==> src/rtl/pit_pkg.sv <==
package pit_pkg;
  localparam int PAGE_CNT = 32;
  localparam int IDX_W = $clog2(PAGE_CNT);

  typedef enum logic [1:0] {
    OFS_STATUS = 2'd0,
    OFS_MSET   = 2'd1,
    OFS_MCLR   = 2'd2,
    OFS_RSVD   = 2'd3
  } regOfs_t;

  typedef struct packed {
    logic             hitValid;
    logic [IDX_W-1:0] pageIdx;
    logic             statusClr;
    logic             maskSet;
    logic             maskClr;
    regOfs_t          rdSel;
  } pitStrobes_t;
endpackage

==> src/rtl/pitCtrl.sv <==
module pitCtrl
  import pit_pkg::*;
#(
  parameter int          ADDR_W     = 32,
  parameter int          PAGE_BYTES = 4096,
  parameter logic [31:0] WIN_BASE   = 32'h0010_0000
) (
  input  logic              xferValid,
  input  logic              xferOk,
  input  logic [ADDR_W-1:0] xferAddr,
  input  logic              regWe,
  input  logic [1:0]        regAddr,
  output pitStrobes_t       strobes
);
  localparam int PAGE_LG = $clog2(PAGE_BYTES);
  localparam int WIN_LG  = PAGE_LG + IDX_W + 1;
  localparam logic [ADDR_W-1:0] BASE_W = ADDR_W'(WIN_BASE);

  logic inWindow;
  logic inLowerHalf;
  logic lastDword;

  generate
    if (WIN_LG < ADDR_W) begin : g_tagCmp
      assign inWindow = (xferAddr[ADDR_W-1:WIN_LG] == BASE_W[ADDR_W-1:WIN_LG]);
    end else begin : g_fullWin
      assign inWindow = 1'b1;
    end
  endgenerate

  assign inLowerHalf = ~xferAddr[WIN_LG-1];
  assign lastDword   = &xferAddr[PAGE_LG-1:2];

  always_comb begin
    strobes.hitValid  = xferValid & xferOk & inWindow & inLowerHalf & lastDword;
    strobes.pageIdx   = xferAddr[PAGE_LG+IDX_W-1:PAGE_LG];
    strobes.rdSel     = regOfs_t'(regAddr);
    strobes.statusClr = regWe & (regOfs_t'(regAddr) == OFS_STATUS);
    strobes.maskSet   = regWe & (regOfs_t'(regAddr) == OFS_MSET);
    strobes.maskClr   = regWe & (regOfs_t'(regAddr) == OFS_MCLR);
  end
endmodule

==> src/rtl/pitDatapath.sv <==
module pitDatapath
  import pit_pkg::*;
(
  input  logic                clk,
  input  logic                rstN,
  input  pitStrobes_t         strobes,
  input  logic [31:0]         regWdata,
  output logic [PAGE_CNT-1:0] statusVec,
  output logic [PAGE_CNT-1:0] maskVec,
  output logic [31:0]         regRdata,
  output logic                intN
);
  logic [PAGE_CNT-1:0] setVec;
  logic [PAGE_CNT-1:0] clrVec;
  logic [PAGE_CNT-1:0] wrBits;

  assign wrBits = regWdata[PAGE_CNT-1:0];

  generate
    for (genvar i = 0; i < PAGE_CNT; i++) begin : g_page
      assign setVec[i] = strobes.hitValid & (strobes.pageIdx == IDX_W'(i));
    end
  endgenerate

  assign clrVec = strobes.statusClr ? wrBits : '0;

  always_ff @(posedge clk) begin
    if (!rstN) begin
      statusVec <= '0;
      maskVec   <= '1;
    end else begin
      statusVec <= (statusVec & ~clrVec) | setVec;
      if (strobes.maskSet)      maskVec <= maskVec | wrBits;
      else if (strobes.maskClr) maskVec <= maskVec & ~wrBits;
    end
  end

  always_comb begin
    regRdata = '0;
    unique case (strobes.rdSel)
      OFS_STATUS: regRdata[PAGE_CNT-1:0] = statusVec;
      OFS_MSET,
      OFS_MCLR:   regRdata[PAGE_CNT-1:0] = maskVec;
      default:    regRdata = '0;
    endcase
  end

  assign intN = ~|(statusVec & ~maskVec);
endmodule

==> src/rtl/pageIrqUnit.sv <==
module pageIrqUnit
  import pit_pkg::*;
#(
  parameter int          ADDR_W     = 32,
  parameter int          PAGE_BYTES = 4096,
  parameter logic [31:0] WIN_BASE   = 32'h0010_0000
) (
  input  logic              clk,
  input  logic              rstN,
  input  logic              xferValid,
  input  logic              xferOk,
  input  logic [ADDR_W-1:0] xferAddr,
  input  logic              regWe,
  input  logic [1:0]        regAddr,
  input  logic [31:0]       regWdata,
  output logic [31:0]       regRdata,
  output logic              intN
);
  pitStrobes_t         strobes;
  logic [PAGE_CNT-1:0] statusVec;
  logic [PAGE_CNT-1:0] maskVec;

  pitCtrl #(.ADDR_W(ADDR_W), .PAGE_BYTES(PAGE_BYTES), .WIN_BASE(WIN_BASE)) uCtrl (
    .xferValid(xferValid), .xferOk(xferOk), .xferAddr(xferAddr),
    .regWe(regWe), .regAddr(regAddr), .strobes(strobes)
  );

  pitDatapath uDp (
    .clk(clk), .rstN(rstN), .strobes(strobes), .regWdata(regWdata),
    .statusVec(statusVec), .maskVec(maskVec), .regRdata(regRdata), .intN(intN)
  );
endmodule

==> config.mk <==
export PLATFORM = sky130hd
export DESIGN_NAME = pageIrqUnit
export DESIGN_NICKNAME = d
export VERILOG_FILES = /design/src/rtl/pit_pkg.sv /design/src/rtl/pitCtrl.sv /design/src/rtl/pitDatapath.sv /design/src/rtl/pageIrqUnit.sv
export SDC_FILE = /design/constraint.sdc
export NUM_CORES = 1
export LEC_CHECK = 0
export BUFFER_PORTS_ARGS = -buffer_cell sky130_fd_sc_hd__buf_2
export CAP_MARGIN = 25
export CORE_MARGIN = 8
export CORE_UTILIZATION = 52
export CTS_CLUSTER_SIZE = 12
export DETAILED_ROUTE_END_ITERATION = 10
export PLACE_DENSITY = 0.85
export SYNTH_ARGS = -nofsm -noshare
export SYNTH_HDL_FRONTEND = slang
export SYNTH_HIERARCHICAL = 1
export SYNTH_SLANG_ARGS = --single-unit
export TNS_END_PERCENT = 20
==> constraint.sdc <==
create_clock -name clk -period 1.9 [get_ports clk]
set_input_delay 0.19 -clock clk [delete_from_list [all_inputs] [get_ports clk]]
set_output_delay 0.19 -clock clk [all_outputs]
set_load 0.05 [all_outputs]
After elaboration in Yosys (flattened, before gate mapping) --
Index checks and enable logic that the tools add are counted. W data, S select, Z words.
Storage, ports and cells: flip-flop bits (word level) 64
Cells by class: equal/unequal tests 34, mux-type cells 4, bitwise operators 48, reduce and logical (&&, ||, !) cells 7
Operators with widths (count):
- $and A32 B32 Y32 | 3
- $mux W32 | 3
- $not A32 Y32 | 3
- $eq A5 B5 Y1 const B | 16
- $or A32 B32 Y32 | 2
- $pmux W32 S2 | 1
- $eq A5 B4 Y1 const B | 8
- $and A1 B1 Y1 | 39
- $reduce_or A32 Y1 | 1
- $eq A5 B3 Y1 const B | 4
- $eq A14 B3 Y1 const B | 1
- $eq A5 B2 Y1 const B | 2
- $reduce_and A10 Y1 | 1
- $eq A5 B1 Y1 const B | 1
- $logic_not A5 Y1 | 1
- $eq A2 B1 Y1 const B | 1
- $eq A2 B2 Y1 const B | 1
- $logic_not A2 Y1 | 1
- $reduce_bool A2 Y1 | 1
- $reduce_or A2 Y1 | 1
- $logic_not A1 Y1 | 1
- $not A1 Y1 | 1

Depth between registers and ports, before layout --
depth in word-level cells 6, depth in mapped cells 7

Modules after synthesis --
Netlist, hierarchy kept.
Modules (own cells, without submodules):
- pitDatapath | instances 1, cells an instance 456, area an instance 3298.2 um^2, seq. area each 1281.2 um^2
- pitCtrl | instances 1, cells an instance 20, area an instance 167.7 um^2, seq. area each 0.0 um^2

Worst setup path before layout --
OpenSTA, ideal clock, no wires.
path kind input -> output, start input regAddr[0], end output regRdata[31], arrival 1.703 ns, setup slack 0.007 ns, stages on the path 6, cell sequence buf_4 > inv_1 > ha_1 > clkbuf_1 > a22oi_1 > nor2_1
On the way: cells in the longest elaborated chain, start to end 3, elaborated cells between the ends (all ways) 5, those cells by class eq/ne: 2; mux: 1; reduce/logical: 2
Ends and longest elaborated chain:
- from (decl) | line pageIrqUnit.sv:14 | input logic [1:0] regAddr,
- $eq A2 B2 Y1 or $eq A2 B1 Y1 (tied branches) | line pitDatapath.sv:40 | unique case (strobes.rdSel)
- $reduce_or A2 Y1 | line pitDatapath.sv:40
- $pmux W32 S2 * | line pitDatapath.sv:40
- to (decl) | line pageIrqUnit.sv:16 | output logic [31:0] regRdata,
Mark *: on every way between the ends. The rest lies on a longest branch, timed or not.

==> impl_metrics.tcl <==
set metrics [dict create \
    run_status "finished with violations" \
    violations "negative setup slack" \
    fp.dieArea_um2 9534 \
    maxCapViolCount 0 \
    cts_hold_buf 0 \
    io_pins 104 \
    synth_seq_area_share_pct 36.97 \
    clock_tree.buffer_depth 2 \
    max_freq_ghz 0.5256 \
    gp_congestion 0.9019 \
    syn_nets 549 \
    reg2reg_depth 3 \
    synth_most_common_cell "nand2_1" \
    worst_slew_pin_slew_ns 0.5961 \
    synth_top_area_cell "dfxtp_1" \
    wire_per_inst_um 17.63 \
    hold_depth 3 \
    cp.required_ns 1.71 \
    synth_top_family_by_area "simple AND/OR/NAND/NOR gates" \
    hold_path_class "in2reg" \
    synth_edf_count 0 \
    grt_pass1_vias 3765 \
    grt.total_usage_pct 23.06 \
    cts_tree "yes" \
    fillers 551 \
    synth_compound_area_share_pct 17.04 \
    n_antenna_cell 0 \
    hold_viol 0 \
    final_util_pct 65.69 \
    grt_max_degree 65 \
    die-width_um 97.64 \
    p_per_area_nw_per_um2 742.2 \
    drt_iter0_drc 323 \
    r2r_end "uDp/statusVec[24]" \
    clock_latency_ns 0.33 \
    synth_mux_area_share_pct 0 \
    clock_sinks 64 \
    cp-end-kind "output port" \
    criticalPathCategory "reg2out" \
    initial_core_util_pct 54.27 \
    synthAdderAreaFrac_pct 0.7220 \
    cts_buffers 9 \
    htree_levels 3 \
    antenna_found_initial 0 \
    drive_above_1_share_pct 26.10 \
    cp-start-kind "register" \
    worst-path-max-fanout 3 \
    yosysUniqueCellTypes 29 \
    drtPass1Iterations 5 \
    r2r-start "uDp/statusVec[24]" \
    port_buffers 101 \
    drc 0 \
    setup_ws_ns -0.002654 \
    dpl.hpwl_mm 7.843 \
    ys_warn_count 6 \
    synth-simple-area-share_pct 36.35 \
    drv_slew 0 \
    synthTopCellsByArea "dfxtp_1 (37%), nand2_1 (14%), a22oi_1 (12%)" \
    yosys.area.top_type_share_pct 36.97 \
    synthXorXnorAreaFrac_pct 0 \
    die_h_um 97.64 \
    viasPerCell 5.849 \
    path_clk_slew_ns 0.07 \
    hp-start "regWdata[18]" \
    cts_root_buf "clkbuf_8" \
    grt_remaining_overflow 0 \
    setup_viol 1 \
    synth_cells 476 \
    grt_pass1_wl_mm 18.27 \
    syn2layout_area_growth_pct 21.05 \
    rows 29 \
    ys_top_cells_by_count "nand2_1 (132), dfxtp_1 (64), a22oi_1 (56), nor2_1 (37), inv_1 (34)" \
    syn_area_per_cell_um2 7.281 \
    synth-seq-cells 64 \
    drt_wl_total_mm 11.35 \
    p_leak_nw 1.731 \
    fin_skew_ns 0 \
    holdWs_ns 0.09773 \
    ant_nets 0 \
    async_reset_ff_share_pct 0 \
    final_nets 636 \
    r2r_slack_ns 1.13 \
    num_vias 3767 \
    coreArea_um2 6386 \
    synthesis.area_um2 3466 \
    crit_arrival_ns 1.71 \
    synthFlopType "dfxtp_1" \
    vdd_drop_max_mv 0.5160 \
    fin_crit_ns 1.903 \
    slew_headroom_pct 60.26 \
    fin_crit_sh_pct 100.1 \
]
==> stage by stage <==
stage	total power, mW	instance area [µm²]	setup TNS, ns	instances	setup WS (ns)
after floorplan	1.950	3466	0	476	0.007408
after global placement	2.178	4006	0	628	0.06952
after detailed placement	2.191	4006	-0.1389	628	-0.05220
after CTS	3.117	4163	0	643	0.001719
after global routing	3.224	4195	-0.06538	644	-0.06538
final	3.114	4195	-0.002654	644	-0.002654
==> layer usage <==
layer	track usage [%]	up-vias	routed length [µm]
met5	0	-	0
met2	39.32	247	5532
li1	-	1779	-
met3	7.255	30	1223
met4	8.858	0	263
met1	26.06	1711	4334
==> cell type report <==
cell class / count / area (µm²) / area share [%]
Clock inverter: 1 / 5.005 / 0.1193
Timing Repair Buffer: 112 / 631.9 / 15.06
Sequential cell: 64 / 1290 / 30.75
Inverter: 34 / 127.6 / 3.042
Clock buffer: 14 / 142.6 / 3.400
Tap cell: 77 / 96.34 / 2.296
Multi-Input combinational cell: 342 / 1902 / 45.33
==> critical path: stages, from the launching register on <==
cell and delay, ns:
dfxtp_1 0.37, o22ai_1 0.16, nor4_2 0.37, and4_1 0.30, buf_6 0.18
==> cells in the final DEF (no fill, tap or decap), drive strengths merged <==
| cell type | n |
|---|---|
| nand2 | 132 |
| inv | 34 |
| ha | 2 |
| and4 | 2 |
| nor3 | 2 |
| and3 | 2 |
| nand4b | 1 |
| nand3 | 32 |
| nand2b | 1 |
| nor4 | 6 |
| clkinv | 1 |
| nor2 | 37 |
| buf | 112 |
| or3 | 1 |
| dfxtp | 64 |
| and2b | 1 |
| nor2b | 36 |
| nor4b | 2 |
| nor3b | 2 |
| a22oi | 56 |
| and3b | 1 |
| clkbuf | 14 |
| nand4 | 2 |
| a32oi | 8 |
| o22ai | 16 |
==> what timing repair did <==
| action | CTS | global route |
|---|---|---|
| endpoints found under the hold margin | 0 | 0 |
| gates resized for setup | 2 | 11 |
| setup buffers | 0 | 1 |
| pin swaps | 1 | 2 |
| setup endpoints to repair | 1 | 1 |
==> cells by family (layout without fill, tap and decap cells) <==
family                   count (synthesis)  in the layout
AO/OA/AOI/OAI                           80             80
buffers and inverters                   70            161
adder cells (fa/ha/maj)                  2              2
flip-flops                              64             64
AND/OR/NAND/NOR                        260            260
==> worst max-delay path by stage <==
stage / end
after floorplan: regRdata[31]
after global placement: uDp/statusVec[11]
after detailed placement: uDp/statusVec[3]
after CTS: intN
after global routing: intN
final: intN
==> power by group <==
group          total, mW  internal [mW]  switching, mW
combinational      0.781          0.231          0.551
sequential          1.39           1.37         0.0202
clock              0.946          0.467          0.480
No activity file was read; power rests on OpenSTA's default activity.
